**config.mk**
```make
export PLATFORM = sky130hd
export DESIGN_NAME = fir_mac_engine
export DESIGN_NICKNAME = d
export VERILOG_FILES = /design/src/rtl/fir_mac_pkg.sv /design/src/rtl/fir_delay_line.sv /design/src/rtl/fir_coef_store.sv /design/src/rtl/fir_mac_unit.sv /design/src/rtl/fir_mac_engine.sv
export SDC_FILE = /design/constraint.sdc
export NUM_CORES = 2
export LEC_CHECK = 0
export ABC_CLOCK_PERIOD_IN_PS = 9650
export BUFFER_PORTS_ARGS = -buffer_cell sky130_fd_sc_hd__buf_2
export CAP_MARGIN = 20
export CELL_PAD_IN_SITES_DETAIL_PLACEMENT = 2
export CELL_PAD_IN_SITES_GLOBAL_PLACEMENT = 2
export CORE_UTILIZATION = 45
export DETAILED_ROUTE_END_ITERATION = 8
export PLACE_DENSITY = 0.85
export SYNTH_ARGS = -nofsm -noshare
export SYNTH_HDL_FRONTEND = slang
export SYNTH_SLANG_ARGS = --single-unit
```
**constraint.sdc**
```tcl
create_clock -name clk_i -period 9.65 [get_ports clk_i]
set_clock_uncertainty 0.05 [all_clocks]
set_input_delay 0.965 -clock clk_i [delete_from_list [all_inputs] [get_ports clk_i]]
set_output_delay 0.965 -clock clk_i [all_outputs]
set_load 0.05 [all_outputs]
```
**src/rtl/fir_mac_pkg.sv**
```systemverilog
package fir_mac_pkg;
  typedef enum logic [1:0] {
    ST_IDLE,
    ST_FETCH,
    ST_DRAIN
  } fir_state_e;
endpackage

```
**src/rtl/fir_delay_line.sv**
```systemverilog
module fir_delay_line #(
  parameter int TAPS = 16,
  parameter int DW   = 24
) (
  input  logic                        clk_i,
  input  logic                        rst_ni,
  input  logic                        push_i,
  input  logic [DW-1:0]               push_data_i,
  input  logic [$clog2(TAPS)-1:0]     tap_i,
  output logic [DW-1:0]               tap_data_o
);
  localparam int AW = $clog2(TAPS);

  logic [AW-1:0] wp_q, wp_nxt, rd_idx;
  logic [AW:0]   rd_sum;
  logic [DW-1:0] mem_q [TAPS];

  assign wp_nxt = (wp_q == AW'(TAPS-1)) ? '0 : wp_q + 1'b1;

  always_ff @(posedge clk_i or negedge rst_ni) begin
    if (!rst_ni) begin
      wp_q <= '0;
      for (int i = 0; i < TAPS; i++) mem_q[i] <= '0;
    end else if (push_i) begin
      wp_q          <= wp_nxt;
      mem_q[wp_nxt] <= push_data_i;
    end
  end

  // newest minus tap, modulo TAPS
  assign rd_sum = {1'b0, wp_q} + (AW+1)'(TAPS) - {1'b0, tap_i};
  assign rd_idx = (rd_sum >= (AW+1)'(TAPS)) ? AW'(rd_sum - (AW+1)'(TAPS)) : AW'(rd_sum);
  assign tap_data_o = mem_q[rd_idx];
endmodule

```
**src/rtl/fir_coef_store.sv**
```systemverilog
module fir_coef_store #(
  parameter int TAPS = 16,
  parameter int CW   = 24
) (
  input  logic                    clk_i,
  input  logic                    rst_ni,
  input  logic                    wr_en_i,
  input  logic [$clog2(TAPS)-1:0] wr_addr_i,
  input  logic [CW-1:0]           wr_data_i,
  input  logic [$clog2(TAPS)-1:0] rd_addr_i,
  output logic [CW-1:0]           rd_data_o
);
  localparam int AW = $clog2(TAPS);

  logic [CW-1:0] mem_q [TAPS];

  always_ff @(posedge clk_i or negedge rst_ni) begin
    if (!rst_ni) begin
      for (int i = 0; i < TAPS; i++) mem_q[i] <= '0;
    end else if (wr_en_i && ({1'b0, wr_addr_i} < (AW+1)'(TAPS))) begin
      mem_q[wr_addr_i] <= wr_data_i;
    end
  end

  assign rd_data_o = mem_q[rd_addr_i];
endmodule

```
**src/rtl/fir_mac_unit.sv**
```systemverilog
module fir_mac_unit #(
  parameter int DW    = 24,
  parameter int CW    = 24,
  parameter int ACCW  = 56,
  parameter int SHIFT = 23,
  parameter int OW    = 24
) (
  input  logic                 clk_i,
  input  logic                 rst_ni,
  input  logic                 clr_i,
  input  logic                 op_vld_i,
  input  logic                 op_last_i,
  input  logic signed [DW-1:0] a_i,
  input  logic signed [CW-1:0] b_i,
  output logic                 fin_o,
  output logic [OW-1:0]        y_o,
  output logic                 y_valid_o
);
  localparam int PW = DW + CW;
  localparam logic signed [ACCW:0] HALF =
    $signed({{(ACCW+1-SHIFT){1'b0}}, 1'b1, {(SHIFT-1){1'b0}}});
  localparam logic signed [ACCW:0] MAXV =
    $signed({{(ACCW+2-OW){1'b0}}, {(OW-1){1'b1}}});
  localparam logic signed [ACCW:0] MINV = ~MAXV;

  logic signed [PW-1:0]   a_ext, b_ext, prod;
  logic signed [ACCW-1:0] acc_q, prod_ext;
  logic signed [ACCW:0]   rnd, shr;
  logic [OW-1:0]          sat, y_q;
  logic                   fin_q, y_valid_q;

  assign a_ext    = $signed({{CW{a_i[DW-1]}}, a_i});
  assign b_ext    = $signed({{DW{b_i[CW-1]}}, b_i});
  assign prod     = a_ext * b_ext;
  assign prod_ext = $signed({{(ACCW-PW){prod[PW-1]}}, prod});

  always_ff @(posedge clk_i or negedge rst_ni) begin
    if (!rst_ni)       acc_q <= '0;
    else if (clr_i)    acc_q <= '0;
    else if (op_vld_i) acc_q <= acc_q + prod_ext;
  end

  assign rnd = $signed({acc_q[ACCW-1], acc_q}) + HALF;
  assign shr = rnd >>> SHIFT;

  always_comb begin
    if (shr > MAXV)      sat = MAXV[OW-1:0];
    else if (shr < MINV) sat = MINV[OW-1:0];
    else                 sat = shr[OW-1:0];
  end

  always_ff @(posedge clk_i or negedge rst_ni) begin
    if (!rst_ni) begin
      fin_q     <= 1'b0;
      y_q       <= '0;
      y_valid_q <= 1'b0;
    end else begin
      fin_q     <= op_vld_i & op_last_i;
      y_valid_q <= fin_q;
      if (fin_q) y_q <= sat;
    end
  end

  assign fin_o     = fin_q;
  assign y_o       = y_q;
  assign y_valid_o = y_valid_q;
endmodule

```
**src/rtl/fir_mac_engine.sv**
```systemverilog
module fir_mac_engine
  import fir_mac_pkg::*;
#(
  parameter int TAPS  = 16,
  parameter int DW    = 24,
  parameter int CW    = 24,
  parameter int ACCW  = 56,
  parameter int SHIFT = 23
) (
  input  logic                    clk_i,
  input  logic                    rst_ni,
  input  logic                    smp_valid_i,
  input  logic [DW-1:0]           smp_data_i,
  output logic                    busy_o,
  input  logic                    coef_we_i,
  input  logic [$clog2(TAPS)-1:0] coef_addr_i,
  input  logic [CW-1:0]           coef_data_i,
  output logic [DW-1:0]           y_o,
  output logic                    y_valid_o
);
  localparam int AW = $clog2(TAPS);

  fir_state_e     state_q;
  logic [AW-1:0]  k_q;
  logic           accept, idle, k_last, fin;
  logic [DW-1:0]  tap_data;
  logic [CW-1:0]  coef_data;
  logic signed [DW-1:0] d_q;
  logic signed [CW-1:0] c_q;
  logic           f_vld_q, f_last_q;

  assign idle   = (state_q == ST_IDLE);
  assign accept = idle && smp_valid_i;
  assign k_last = (k_q == AW'(TAPS-1));
  assign busy_o = !idle;

  fir_delay_line #(.TAPS(TAPS), .DW(DW)) u_dline (
    .clk_i       (clk_i),
    .rst_ni      (rst_ni),
    .push_i      (accept),
    .push_data_i (smp_data_i),
    .tap_i       (k_q),
    .tap_data_o  (tap_data)
  );

  fir_coef_store #(.TAPS(TAPS), .CW(CW)) u_coef (
    .clk_i     (clk_i),
    .rst_ni    (rst_ni),
    .wr_en_i   (coef_we_i && idle),
    .wr_addr_i (coef_addr_i),
    .wr_data_i (coef_data_i),
    .rd_addr_i (k_q),
    .rd_data_o (coef_data)
  );

  always_ff @(posedge clk_i or negedge rst_ni) begin
    if (!rst_ni) begin
      state_q  <= ST_IDLE;
      k_q      <= '0;
      d_q      <= '0;
      c_q      <= '0;
      f_vld_q  <= 1'b0;
      f_last_q <= 1'b0;
    end else begin
      f_vld_q  <= 1'b0;
      f_last_q <= 1'b0;
      case (state_q)
        ST_IDLE: begin
          k_q <= '0;
          if (accept) state_q <= ST_FETCH;
        end
        ST_FETCH: begin
          d_q      <= $signed(tap_data);
          c_q      <= $signed(coef_data);
          f_vld_q  <= 1'b1;
          f_last_q <= k_last;
          k_q      <= k_q + 1'b1;
          if (k_last) state_q <= ST_DRAIN;
        end
        ST_DRAIN: begin
          if (fin) state_q <= ST_IDLE;
        end
        default: state_q <= ST_IDLE;
      endcase
    end
  end

  fir_mac_unit #(
    .DW(DW), .CW(CW), .ACCW(ACCW), .SHIFT(SHIFT), .OW(DW)
  ) u_mac (
    .clk_i     (clk_i),
    .rst_ni    (rst_ni),
    .clr_i     (accept),
    .op_vld_i  (f_vld_q),
    .op_last_i (f_last_q),
    .a_i       (d_q),
    .b_i       (c_q),
    .fin_o     (fin),
    .y_o       (y_o),
    .y_valid_o (y_valid_o)
  );
endmodule

```
==> impl_metrics.sql <==
INSERT INTO impl_metrics (metric_group, metric, value, unit) VALUES
('yosys', 'dominantRegCellSynth', 'dfrtp_1', ''),
('routing', 'route.vias.total', '45100', ''),
('grt', 'grt_antenna_before_repair', '26', ''),
('grt', 'grt_remaining_overflow', '0', ''),
('worst_setup_path', 'critical_path.cell_chain', 'nand2_1, fa_1, fa_1, inv_1, fa_1, fa_1, fa_1, fa_1, inv_1, fa_1, inv_1, ha_1, a21o_1, a21o_1, a21oi_1, o21ai_0, o311ai_0, nand3_1, a32oi_1, o311a_1, nor4_1, a211o_1', ''),
('routing', 'detail_route.wl_per_cell', '34.0', 'um'),
('worst_setup_path', 'critical_path.most_common_cell', 'fa_1', ''),
('floorplan', 'floorplan.initialDensity', '0.453', ''),
('routing', 'first_pass_iters', '6', ''),
('cells_and_area', 'area_growth', '9.45', '%'),
('worst_setup_path', 'setup.worst_path.end_class', 'register', ''),
('yosys', 'postSynthNetCount', '6392', ''),
('clocking', 'cts_resized', '0', ''),
('worst_setup_path', 'critical_path_required', '10.21', 'ns'),
('floorplan', 'placementRows', '139', ''),
('routing', 'drtAntennaViolNets', '0', ''),
('clocking', 'tritoncts', 'built', ''),
('clocking', 'clockRootBuffer', 'clkbuf_16', ''),
('timing', 'setup_viol_count_final', '0', ''),
('floorplan', 'floorplan.die_area', '146000', 'sq um'),
('worst_setup_path', 'type_of_origin_of_the_critical_path', 'register', ''),
('clocking', 'worst_setup_hold_path_clk_slew', '0.07', 'ns'),
('routing', 'drt-vias-per-instance', '6.10', ''),
('floorplan', 'io_pins', '82', ''),
('yosys', 'synth_enable_flop_cells', '0', ''),
('timing', 'grt_setup_unrepaired', 'no', ''),
('grt', 'wire_length_of_the_first_global_routing_pass', '362', 'mm'),
('floorplan', 'dieHeight', '382', 'um'),
('cells_and_area', 'commonest_non_fill_non_tap_cells_in_the_layout', '906 x dfrtp_1, 778 x inv_1, 770 x mux2_2', ''),
('cells_and_area', 'nets', '6323', ''),
('worst_setup_path', 'critical_path_at', '9.28', 'ns'),
('routing', 'drc_viols', '0', ''),
('timing', 'finalHoldViolCount', '0', ''),
('min_path', 'holdCritPathClass', 'in -> async', ''),
('clocking', 'numCtsBuffers', '100', ''),
('yosys', 'synthesis.area_per_instance', '11.9', 'sq um'),
('place', 'dpl.cell_count', '7177', ''),
('place', 'gp_congestion', '0.850', ''),
('clocking', 'clockBufferDepth', '3', ''),
('grt', 'globalRouteTotalUtil', '0.333', ''),
('yosys', 'yosys.cell_types.count', '72', ''),
('cells_and_area', 'fill_cells', '13700', ''),
('floorplan', 'floorplan.core_area', '143000', 'sq um'),
('yosys', 'yosys_register_bits', '910', ''),
('timing', 'layout_min_cycle_time', '8.72', 'ns'),
('worst_setup_path', 'crit_path_max_incr_delay', '0.99', 'ns'),
('yosys', 'postSynth.asyncResetShare', '1.00', ''),
('grt', 'first_global_vias', '52800', ''),
('clocking', 'cts_max_level', '3', ''),
('routing', 'detail_route.iter0.violations', '3637', ''),
('clocking', 'clock_sink_count', '910', ''),
('yosys', 'syn-instance-count', '5456', ''),
('worst_setup_path', 'worst_path_max_delay_cell', 'dfrtp_1', ''),
('clocking', 'clk_latency', '0.79', 'ns'),
('place', 'place.detailed.hpwl', '155', 'mm'),
('worst_setup_path', 'path_class', 'reg -> reg', ''),
('place', 'port-buffer-count', '81', ''),
('timing', 'slew-limit-headroom', '0.177', ''),
('run', 'max-cap-violations', '0', ''),
('yosys', 'post_syn_area', '65000', 'sq um'),
('timing', 'max_freq', '115', 'MHz'),
('cells_and_area', 'layout.cells.non_filler', '7392', ''),
('yosys', 'synth.yosys.warnings', '0', ''),
('yosys', 'synth.yosys.seq_area_share', '0.350', ''),
('timing', 'final-max-slew-violation-count', '0', ''),
('floorplan', 'die_w', '382', 'um'),
('grt', 'pin_count_of_the_biggest_net_entering_global_routing', '191', ''),
('worst_setup_path', 'crit_path_max_fanout', '25', ''),
('cells_and_area', 'layout.cells.most_common', 'dfrtp_1', ''),
('timing', 'final.period_utilization', '0.904', ''),
('routing', 'totalWireLength', '251', 'mm'),
('clocking', 'post_cts.repair.setup_buffers', '0', ''),
('timing', 'worst_slew_pin_slew', '1.23', 'ns'),
('cells_and_area', 'drive_above_1_share', '0.249', ''),
('clocking', 'cts.hold.buffers_added', '0', ''),
('outcome', 'status', 'completed', ''),
('timing', 'setup_total_negative_slack', '0', 'ns');
## layout make-up
type | count | area [sq um] | share of cell area
Tap cell | 1903 | 2380 | 0.0335
Timing Repair Buffer | 169 | 1320 | 0.0185
Antenna cell | 15 | 37.5 | 0.000527
Sequential cell | 910 | 22800 | 0.320
Clock buffer | 152 | 2980 | 0.0419
Clock inverter | 37 | 489 | 0.00687
Multi-Input combinational cell | 3427 | 38300 | 0.538
Inverter | 779 | 2920 | 0.0411
## layer usage
metal / track usage / wire (um) / vias to the layer above
li1: - / - / 17600
met1: 0.406 / 95900 / 24800
met2: 0.584 / 130000 / 1970
met3: 0.0493 / 14100 / 683
met4: 0.151 / 11900 / 20
met5: 0 / 115 / -
## sequential cells by signal, summed over array words and instances, names as in the netlist, 2 cells and up
| signal | flops |
|---|---|
| u_coef.mem_q | 384 |
| u_dline.mem_q | 384 |
| u_mac.acc_q | 56 |
| c_q | 24 |
| d_q | 24 |
| u_mac.y_o | 24 |
| k_q | 4 |
| u_dline.wp_q | 4 |
| state_q | 2 |
## cell usage after synthesis, drive strengths merged (3+ instances only)
cell type	number	share of area
fa	694	0.21
clkbuf	305	0.018
ha	186	0.036
nor4	4	0.00038
o21ai	93	0.0072
and4	8	0.0011
o211ai	7	0.00081
o21bai	14	0.0016
and3	16	0.0015
mux2	770	0.13
o22ai	3	0.00029
buf	35	0.0022
nor2b	28	0.0027
nand2	623	0.036
a211oi	3	0.00035
o31ai	5	0.00065
a22o	3	0.00040
o31a	3	0.00040
nand2b	10	0.00096
nor3	13	0.0012
dfrtp	910	0.35
o221ai	22	0.0030
nand4	16	0.0015
a21o	36	0.0042
xnor2	45	0.0061
a211o	4	0.00054
nor2	100	0.0058
nand3	76	0.0058
mux4	216	0.075
mux2i	37	0.0057
and2	235	0.023
xor2	37	0.0050
a31oi	6	0.00058
inv	778	0.045
or3	3	0.00029
a21oi	72	0.0056
## stage by stage
stage	worst slack (ns)	hold WS (ns)	cell area, sq um	utilization
final	0.930	0.131	71200	0.496
after detailed placement	1.08	0.408	67400	0.470
after global routing	0.609	0.149	71200	0.496
after floorplan	2.20	0.302	65000	-
after global placement	1.50	0.390	67400	0.470
after CTS	0.965	0.140	70900	0.494
## final timing paths
check	start	to	slack [ns]	depth (start not counted)
max	c_q[6]$_DFFE_PN0P_	u_mac.acc_q[54]$_DFFE_PN0P_	0.93	22
min	rst_ni	u_mac.acc_q[3]$_DFFE_PN0P_	0.13	1
max reg2reg	c_q[6]$_DFFE_PN0P_	u_mac.acc_q[54]$_DFFE_PN0P_	0.93	22
min reg2reg	u_mac.fin_o$_DFF_PN0_	state_q[1]$_DFFE_PN0P_	0.45	1
max in group asynchronous	rst_ni	u_dline.mem_q[60]$_DFFE_PN0P_	6.95	3
min in group clk_i	u_mac.fin_o$_DFF_PN0_	state_q[1]$_DFFE_PN0P_	0.45	1
## cell families after synthesis
group,count (synthesis),share of synthesized area
XOR/XNOR,82,0.0110
adder cells (fa/ha/maj),880,0.249
AND/OR/NAND/NOR,1143,0.0813
buffers and inverters,1119,0.0647
multiplexers,1023,0.214
AO/OA/AOI/OAI,299,0.0296
flip-flops,910,0.350
## critical path, delay by kind of cell (launching register included)
family	cells	cell delay, ns
adder cells (fa/ha/maj)	8	4.67
buffers and inverters	3	0.20
AND/OR/NAND/NOR	3	0.57
AO/OA/AOI/OAI	8	2.07
flip-flops	1	0.99
Power is not shown: default switching activity piles up to over one toggle a cycle in this logic, so the estimate is an artifact.
